--- src/rtl/unstick_pkg.sv ---
package unstick_pkg;
  typedef enum logic [1:0] {
    ST_IDLE = 2'd0,
    ST_HIGH = 2'd1,
    ST_LOW  = 2'd2
  } unstick_state_t;

  function automatic int half_cycles(input int clk_hz, input int scl_hz);
    return clk_hz / (2 * scl_hz);
  endfunction
endpackage

--- src/rtl/unstick_sync.sv ---
module unstick_sync #(
  parameter int STAGES = 2,
  parameter bit INIT   = 1'b1
) (
  input  logic clk,
  input  logic rst,
  input  logic d,
  output logic q
);
  logic [STAGES-1:0] chain;

  always_ff @(posedge clk) begin
    if (rst) chain <= {STAGES{INIT}};
    else     chain <= {chain[STAGES-2:0], d};
  end

  assign q = chain[STAGES-1];
endmodule

--- src/rtl/unstick_timer.sv ---
module unstick_timer #(
  parameter int HALF_CYC = 500,
  localparam int CW = (HALF_CYC > 1) ? $clog2(HALF_CYC) : 1
) (
  input  logic clk,
  input  logic rst,
  input  logic hold,
  output logic tick
);
  logic [CW-1:0] cnt;

  assign tick = !hold && (cnt == CW'(HALF_CYC - 1));

  always_ff @(posedge clk) begin
    if (rst || hold || tick) cnt <= '0;
    else                     cnt <= cnt + 1'b1;
  end
endmodule

--- src/rtl/unstick_fsm.sv ---
module unstick_fsm
  import unstick_pkg::*;
#(
  parameter int MAX_PULSES = 9,
  localparam int PW = $clog2(MAX_PULSES + 1)
) (
  input  logic clk,
  input  logic rst,
  input  logic start,
  input  logic tick,
  input  logic scl_s,
  input  logic sda_s,
  output logic timer_hold,
  output logic drv_low,
  output logic ctrl_en,
  output logic busy_o,
  output logic done_o,
  output logic ok_o,
  output logic err_scl_o,
  output logic err_sda_o
);
  unstick_state_t state;
  logic [PW-1:0]  pulses;
  logic           high_end, last_pulse, stuck, finish;

  always_comb begin
    high_end   = (state == ST_HIGH) && tick;
    last_pulse = (pulses == PW'(MAX_PULSES));
    stuck      = !last_pulse && !scl_s;
    finish     = high_end && (last_pulse || stuck || sda_s);
  end

  assign timer_hold = (state == ST_IDLE);

  always_ff @(posedge clk) begin
    if (rst) begin
      state     <= ST_IDLE;
      pulses    <= '0;
      drv_low   <= 1'b0;
      ctrl_en   <= 1'b1;
      busy_o    <= 1'b0;
      done_o    <= 1'b0;
      ok_o      <= 1'b0;
      err_scl_o <= 1'b0;
      err_sda_o <= 1'b0;
    end else begin
      done_o <= 1'b0;
      unique case (state)
        ST_IDLE: begin
          if (start) begin
            state     <= ST_HIGH;
            pulses    <= '0;
            drv_low   <= 1'b0;
            ctrl_en   <= 1'b0;
            busy_o    <= 1'b1;
            ok_o      <= 1'b0;
            err_scl_o <= 1'b0;
            err_sda_o <= 1'b0;
          end
        end
        ST_HIGH: begin
          if (finish) begin
            state     <= ST_IDLE;
            drv_low   <= 1'b0;
            ctrl_en   <= 1'b1;
            busy_o    <= 1'b0;
            done_o    <= 1'b1;
            ok_o      <= !stuck && sda_s;
            err_scl_o <= stuck;
            err_sda_o <= !sda_s;
          end else if (high_end) begin
            state   <= ST_LOW;
            drv_low <= 1'b1;
            pulses  <= pulses + 1'b1;
          end
        end
        ST_LOW: begin
          if (tick) begin
            state   <= ST_HIGH;
            drv_low <= 1'b0;
          end
        end
        default: state <= ST_IDLE;
      endcase
    end
  end
endmodule

--- src/rtl/i2c_unstick.sv ---
module i2c_unstick
  import unstick_pkg::*;
#(
  parameter int CLK_HZ      = 100_000_000,
  parameter int SCL_HZ      = 100_000,
  parameter int MAX_PULSES  = 9,
  parameter int SYNC_STAGES = 2,
  localparam int HALF_CYC   = half_cycles(CLK_HZ, SCL_HZ)
) (
  input  logic clk,
  input  logic rst,
  input  logic start,
  input  logic scl_in,
  input  logic sda_in,
  output logic scl_pull_low,
  output logic ctrl_enable,
  output logic busy,
  output logic done,
  output logic ok,
  output logic err_scl_stuck,
  output logic err_sda_low
);
  logic [1:0] raw, synced;
  logic       tick, hold;

  assign raw = {sda_in, scl_in};

  for (genvar g = 0; g < 2; g++) begin : g_sync
    unstick_sync #(.STAGES(SYNC_STAGES), .INIT(1'b1)) u_sync (
      .clk(clk), .rst(rst), .d(raw[g]), .q(synced[g])
    );
  end

  unstick_timer #(.HALF_CYC(HALF_CYC)) u_timer (
    .clk(clk), .rst(rst), .hold(hold), .tick(tick)
  );

  unstick_fsm #(.MAX_PULSES(MAX_PULSES)) u_fsm (
    .clk(clk), .rst(rst), .start(start), .tick(tick),
    .scl_s(synced[0]), .sda_s(synced[1]),
    .timer_hold(hold), .drv_low(scl_pull_low), .ctrl_en(ctrl_enable),
    .busy_o(busy), .done_o(done), .ok_o(ok),
    .err_scl_o(err_scl_stuck), .err_sda_o(err_sda_low)
  );
endmodule

--- config.mk ---
export PLATFORM = sky130hd
export DESIGN_NAME = i2c_unstick
export DESIGN_NICKNAME = d
export VERILOG_FILES = /design/src/rtl/unstick_pkg.sv /design/src/rtl/unstick_sync.sv /design/src/rtl/unstick_timer.sv /design/src/rtl/unstick_fsm.sv /design/src/rtl/i2c_unstick.sv
export SDC_FILE = /design/constraint.sdc
export NUM_CORES = 1
export LEC_CHECK = 0
export ABC_AREA = 1
export BUFFER_PORTS_ARGS = -buffer_cell sky130_fd_sc_hd__buf_2
export CORE_UTILIZATION = 60
export CTS_BUF_LIST = sky130_fd_sc_hd__clkbuf_4 sky130_fd_sc_hd__clkbuf_8
export DETAILED_ROUTE_END_ITERATION = 7
export GPL_ROUTABILITY_DRIVEN = 1
export PLACE_DENSITY = 0.81
export SYNTH_ARGS = -nofsm -noshare
export SYNTH_HDL_FRONTEND = slang
export SYNTH_SLANG_ARGS = --single-unit
--- constraint.sdc ---
create_clock -name clk -period 1.98 [get_ports clk]
set_clock_uncertainty 0.2 [all_clocks]
set_input_delay 0.396 -clock clk [delete_from_list [all_inputs] [get_ports clk]]
set_output_delay 0.396 -clock clk [all_outputs]
set_load 0.02 [all_outputs]
==> results of run 1 <==
## synth_stat cells, drive strengths merged
library cell,number,share of area
dfxtp,26,0.44
nand3,13,0.069
clkbuf,1,0.0031
xor2,2,0.015
ha,3,0.031
a21oi,12,0.060
nand4,2,0.010
nand2,27,0.11
inv,20,0.063
xnor2,1,0.0073
nor3,2,0.0084
o21ai,2,0.0084
o21bai,1,0.0063
nor2,28,0.11
o211ai,1,0.0063
nand3b,1,0.0063
o31ai,2,0.021
or2,6,0.031
## area by class of cell
type | count | area [um2] | area share
Clock buffer | 4 | 36.3 | 0.0276
Inverter | 20 | 75.1 | 0.0571
Multi-Input combinational cell | 103 | 597 | 0.454
Sequential cell | 26 | 520 | 0.396
Tap cell | 25 | 31.3 | 0.0238
Timing Repair Buffer | 11 | 55.1 | 0.0419
## worst min path at each step
stage / startpoint / depth (start not counted) / endpoint / slack [ps]
after floorplan: g_sync[0].u_sync.chain[0]$_SDFF_PP1_ / 1 / g_sync[0].u_sync.chain[1]$_SDFF_PP1_ / 190
after global placement: g_sync[0].u_sync.chain[0]$_SDFF_PP1_ / 1 / g_sync[0].u_sync.chain[1]$_SDFF_PP1_ / 190
after detailed placement: g_sync[1].u_sync.chain[0]$_SDFF_PP1_ / 1 / g_sync[1].u_sync.chain[1]$_SDFF_PP1_ / 200
after CTS: scl_in / 2 / g_sync[0].u_sync.chain[0]$_SDFF_PP1_ / 40
after global routing: scl_in / 2 / g_sync[0].u_sync.chain[0]$_SDFF_PP1_ / 40
final: scl_in / 2 / g_sync[0].u_sync.chain[0]$_SDFF_PP1_ / 30
## power groups by stage
| stage | logic (mW) | registers (mW) | clock network [mW] |
|---|---|---|---|
| 6_report | 0.122 | 0.556 | 0.269 |
| 5_1_grt | 0.136 | 0.559 | 0.288 |
| 4_1_cts | 0.122 | 0.556 | 0.268 |
| 3_5_place_dp | 0.122 | 0.567 | 0 |
| 3_3_place_gp | 0.118 | 0.566 | 0 |
| 2_1_floorplan | 0.0909 | 0.569 | 0 |
## sequential cells by signal, summed over array words and instances, names as in the netlist, 2 cells and up
register,flops
g_sync.u_sync.chain,4
u_fsm.state,2
u_fsm.pulses,4
u_timer.cnt,9
## layer usage
metal / routed length [um] / vias to the layer above / GRT usage
met2: 1000 / 22 / 0.386
li1: - / 504 / -
met3: 76 / 5 / 0.0471
met1: 1050 / 448 / 0.261
met4: 40 / 0 / 0.0971
met5: 0 / - / 0
## cell families after synthesis
logic type                 Yosys count  share of synthesized area
DFF                                 26                      0.435
and+or+nand+nor                     79                      0.344
xor gates and xnor gates             3                     0.0220
buffers and inverters               21                     0.0659
AOI/OAI and AO/OA                   18                      0.101
adders and majority gates            3                     0.0314
## metrics by stage
stage	setup WS (ps)	cells	utilization
finish	373	189	0.730
global route	241	189	0.730
CTS	369	189	0.730
detailed placement	392	185	0.710
global placement	459	185	0.710
floorplan	505	150	-
==> parameters.txt, run 1 <==
Parameter                              Value

Outcome
  Outcome    finished, final reports clean

STA
  Max Transition Viols Final    0
  Maximum clock rate    about 0.62 GHz
  Final Hold Viols    0
  Summed negative setup slack over all endpoints    0 ps
  Share of the clock period used by the worst path after layout    0.812
  Clock period minus worst slack    1610 ps
  Worst Tran Pin Value    ~300 ps
  Worst hold-check slack    roughly 33 ps
  Number of setup violations in the final report    0
  Unrepaired setup endpoints after global routing    no
  Worst max-slew margin expressed relative to the limit    0.799

Floorplanning
  Core footprint    0.00180 mm2
  Starting Density    0.664
  Number of placed I/O pins    12
  Full die area    0.00218 mm2
  Height of the die    between 40 and 50 um
  Num rows    15
  Die Width    46.7 um

Run
  Max Cap Viol    0

Detailed routing
  Drt wl/cell    11.5 um
  Post-DRT Antenna Nets    0
  Via density per instance    between 5 and 6
  Final WL    around 2.2 mm
  Via count    a little under 1000
  DRC viols    0
  Length of the first detailed-routing pass in iterations    4
  Iter 0 DRT Violations    15

Worst setup path
  Critical Path Stages    8
  Max Fanout on Critical Path    6
  Reg2Reg Depth    8
  Critical Path, Cell by Cell    inv_1 > ha_1 > nand3_1 > nand3_1 > nand2_1 > nand2_4 > o21ai_1 > nor2_1
  Req. time, crit path    approximately 2000 ps
  Crit Reg-Reg Endpoint    u_fsm.pulses[1]$_SDFFE_PP0P_
  Worst setup path endpoint    u_fsm.pulses[1]$_SDFFE_PP0P_
  Cell type of the slowest stage on the worst timing path    dfxtp_1
  Endpoint kind of the worst setup timing path    flip-flop
  Crit path top cell by count    nand3_1
  Worst path top cell family by delay    simple AND/OR/NAND/NOR gates
  R2r startpoint    u_fsm.pulses[1]$_SDFFE_PP0P_
  Launch point of the worst path    u_fsm.pulses[1]$_SDFFE_PP0P_
  Biggest cell delay along the critical path    around 400 ps
  Register-to-register setup slack    between 300 and 400 ps
  Worst path bufs/invs    1
  Kind of start point of the critical path    flip-flop
  WP data arrival    roughly 1600 ps
  Startpoint-to-endpoint class of the critical path    flip-flop to flip-flop

Clock tree
  CTS tree    built
  Post-CTS clock slew at the launch and capture registers of the worst setup and hold paths    between 100 and 150 ps
  Library cell used as clock root buffer    clkbuf_4
  Bufs on Longest Clock Path    2
  CTS-repair resized insts    0
  Number of setup buffers added after CTS    0
  Clock latency on the worst-skew pair    330 ps
  Cts hold-fix bufs    0
  Number of buffers inserted during clock tree synthesis    3
  CTS Sinks    26
  CTS H-Tree Depth    1

Global routing
  Wire length of the first global-routing pass    about 3.4 mm
  Vias in the first global route    around 860
  Grt total ovfl    0
  Initial antenna violation count    0
  Total global-route track usage    0.223
  Largest net degree at the start of global routing    17

Power and ir drop
  Cell Int Power    about 0.70 mW
  Clk network pwr share    0.284
  Highest ir drop seen on vdd    about 0.45 mV
  P_leak    0.537 nW
  Relative contribution of combinational cells to total power    0.129
  Fraction of power spent switching nets    0.266
  Sw Pwr    about 0.25 mW
  Sequential cell fraction of total power    0.587
  Design Power    about 0.95 mW
  Power per cell area    between 700 and 800 mW/mm2

Layout
  Commonest cells after routing, fill and taps aside    dfxtp_1 (26), nand2_1 (23), nor2_1 (22), inv_1 (15)
  Number of diodes    0
  Share of post-route cells with drive strength above 1    0.250
  Area overhead of the layout relative to synthesis    9.94%
  Number of nets at the end of the flow    around 170
  Leading cell type in the layout, fill and taps excluded    dfxtp_1
  Filler cells    155
  Final non-filler cell area    around 0.0013 mm2

Place
  GP Congestion    approximately 0.8
  Detailed placement HPWL    around 1.6 mm
  Port Buf Inserts    11
  Instance area after placement    between 0.001 and 0.0015 mm2

Yosys
  Library cells used by synthesis    26
  Post-synthesis area per instance    approximately 8 um2
  Sequential area share after synthesis    0.435
  Total number of yosys warnings    0
  Post-synthesis net count    roughly 160
  Combined area of all synthesized cells    0.00120 mm2
  Instance count of the mapped netlist    150
  Flops & latches, synth    26

Worst hold path
  Min-delay worst type    primary input to flip-flop
(Power assumes the default switching activity.)
==> run 2, diff against run 1 <==
- clock period: 1.98 -> 1.5 ns (I/O delays scaled with it)
==> run 2 against run 1 <==
Net effect:
- the run now ends with negative setup slack left
- power rose by 53%
- wire length rose by 37%
- largest power group unchanged
- critical path type unchanged
- core utilization rose by 13 points
- final cell count rose by 5.8%
- register-to-register slack got worse by 460 ps
- global-route usage rose by 4.9 points
==> parameters.txt, run 2 (synthesized netlist as in run 1, its figures left out) <==
Parameter                              Value

STA
  Worst hold-check slack    25.4 ps (-7.93 ps)
  Max Transition Viols Final    0 (unchanged)
  Worst Tran Pin Value    277 ps (-24.7 ps)
  Number of setup violations in the final report    11 (+11)
  Final Worst Setup Slack    -90.6 ps (-463 ps)
  Worst max-slew margin expressed relative to the limit    0.815 (+0.0158)
  Maximum clock rate    0.629 GHz (+1.0%)
  Clock period minus worst slack    1590 ps (-16.6 ps)
  Unrepaired setup endpoints after global routing    yes
  Final Hold Viols    0 (unchanged)
  Share of the clock period used by the worst path after layout    1.06 (+0.249)

Layout
  Number of diodes    0 (unchanged)
  Reg with most FFs    u_timer.cnt
  Share of post-route cells with drive strength above 1    0.446 (+0.196)
  Top flop regs    u_timer.cnt x9, g_sync.u_sync.chain x4, u_fsm.pulses x4
  Final non-filler cell area    0.00155 mm2 (+18%)
  Register cell area after layout    529 um2 (+1.7%)
  Number of nets at the end of the flow    184 (+6.4%)
  Leading cell type in the layout, fill and taps excluded    dfxtp_1
  Flip-flop count of the largest register after layout    9 (unchanged)
  Area of the multi-input gates    727 um2 (+22%)
  Filler cells    97 (-37%)
  Final standard cell count with taps included and fillers excluded    200 (+5.8%)
  Area overhead of the layout relative to synthesis    29.9%
  Commonest cells after routing, fill and taps aside    dfxtp_1 (21), nor2_1 (17), nand2_1 (16), inv_1 (14), buf_2 (11)

Worst setup path
  Endpoint kind of the worst setup timing path    flip-flop
  Max Fanout on Critical Path    5 (-1)
  Biggest cell delay along the critical path    380 ps (-20 ps)
  Critical Path, Cell by Cell    ha_4 > nand2_2 > inv_2 > nand3_2 > nor2_4 > nand2_2 > o211ai_1 > inv_1
  Crit path top cell by count    nand2_2
  Startpoint-to-endpoint class of the critical path    flip-flop to flip-flop
  Kind of start point of the critical path    flip-flop
  WP data arrival    1620 ps (-20 ps)
  Cell type of the slowest stage on the worst timing path    dfxtp_2
  Req. time, crit path    1530 ps (-480 ps)
  Register-to-register setup slack    -90 ps (-460 ps)

Power and ir drop
  Power per cell area    932 mW/mm2 (+29%)
  P_leak    0.603 nW (+12%)
  Highest ir drop seen on vdd    0.825 mV (+84%)

Global routing
  Largest net degree at the start of global routing    16 (-1)
  Grt total ovfl    0 (unchanged)
  Wire length of the first global-routing pass    4.05 mm (+20%)
  Vias in the first global route    971 (+13%)
  Initial antenna violation count    0 (unchanged)
  Total global-route track usage    0.272 (+0.0487)

Floorplanning
  Starting Density    0.664 (unchanged)
  Num rows    15 (unchanged)
  Number of placed I/O pins    12 (unchanged)
  Core footprint    0.00180 mm2 (unchanged)
  Height of the die    46.7 um (unchanged)
  Full die area    0.00218 mm2 (unchanged)
  Die Width    46.7 um (unchanged)

Place
  Number of placed instances with taps included    192 (+3.8%)
  Post-Place Setup Slack    -50.1 ps (-442 ps)
  Instance area after placement    0.00133 mm2 (+4.1%)
  Port Buf Inserts    11 (unchanged)
  GP Congestion    0.860 (+9.7%)
  Detailed placement HPWL    1.70 mm (+5.5%)

Detailed routing
  Length of the first detailed-routing pass in iterations    5 (+1)
  Via density per instance    5.57 (+7.5%)
  Post-DRT Antenna Nets    0 (unchanged)
  DRC viols    0 (unchanged)
  Drt wl/cell    14.8 um (+29%)
  Final WL    2.97 mm (+37%)
  Via count    1114 (+14%)
  Iter 0 DRT Violations    64 (+49)

Clock tree
  CTS Sinks    26 (unchanged)
  Number of buffers inserted during clock tree synthesis    3 (unchanged)
  Bufs on Longest Clock Path    2 (unchanged)
  Post-CTS clock slew at the launch and capture registers of the worst setup and hold paths    140 ps (about the same)
  Clock latency on the worst-skew pair    320 ps (about the same)
  Library cell used as clock root buffer    clkbuf_4
  CTS tree    built
  CTS H-Tree Depth    1 (unchanged)

Outcome
  Violations in the final reports    negative setup slack
  Outcome    complete, but fails checks

Run
  Max Cap Viol    0 (unchanged)

Worst hold path
  Min-delay worst type    primary input to flip-flop
-- run 2: changes by cell type in the layout (fill, tap and decap cells not counted), moves of 3 or more --
cell,previous run,this run
nand3_1,11,5
nor2_2,3,6
buf_4,0,7
nand2_1,23,16
nand2_2,1,8
dfxtp_1,26,21
nand3_2,1,6
dfxtp_2,0,4
nor2_1,22,17
-- run 2: area by class of cell --
cell class,instances,area share
Clock buffer,3,0.0145
Timing Repair Buffer,21,0.0894
Sequential cell,26,0.341
Multi-Input combinational cell,104,0.468
Inverter,20,0.0483
Tap cell,25,0.0201
Clock inverter,1,0.0193
-- run 2: timing repair --
item / in CTS / in global routing
hold buffers: 2 / 0
gates resized for setup: 11 / 26
cloned: 0 / 1
pin swaps: 4 / 13
endpoints found under the hold margin: 2 / 0
setup buffers: 0 / 1
endpoints found under the setup margin: 21 / 19
-- run 2: layer usage --
| metal | up-vias | global-route usage | part of all wire |
|---|---|---|---|
| met2 | 53 | 0.450 | 0.49 |
| met4 | 0 | 0.149 | 0.032 |
| met5 | - | 0 | 0 |
| met3 | 14 | 0.0392 | 0.059 |
| li1 | 528 | - | - |
| met1 | 519 | 0.335 | 0.42 |
-- run 2: worst paths after layout --
| check | from | end | depth (start not counted) |
|---|---|---|---|
| setup / recovery | u_timer.cnt[0]$_SDFF_PP0_ | u_fsm.busy_o$_SDFFE_PP0P_ | 8 |
| hold / removal | rst | u_fsm.done_o$_SDFF_PP0_ | 2 |
| hold reg to reg | g_sync[0].u_sync.chain[0]$_SDFF_PP1_ | g_sync[0].u_sync.chain[1]$_SDFF_PP1_ | 1 |
| setup reg to reg | u_timer.cnt[0]$_SDFF_PP0_ | u_fsm.busy_o$_SDFFE_PP0P_ | 8 |
-- run 2: metrics by stage --
step	util	total power [mW]	setup TNS [ps]
global route	0.863	1.50	-1070
CTS	0.802	1.42	0
finish	0.863	1.45	-555
detailed placement	0.739	0.933	-249
floorplan	-	0.872	0
global placement	0.739	0.926	0
-- run 2: power breakdown --
group	internal, mW	switching, mW
clock network	0.270	0.204
registers	0.715	0.0195
logic	0.0912	0.148
-- run 2: worst max-delay path: cells and delay by family (launching register included) --
family	cells	cell delay [ps]
buffers and inverters	2	130
DFF	1	380
AOI/OAI and AO/OA	1	130
adders and majority gates	1	190
and+or+nand+nor	4	480
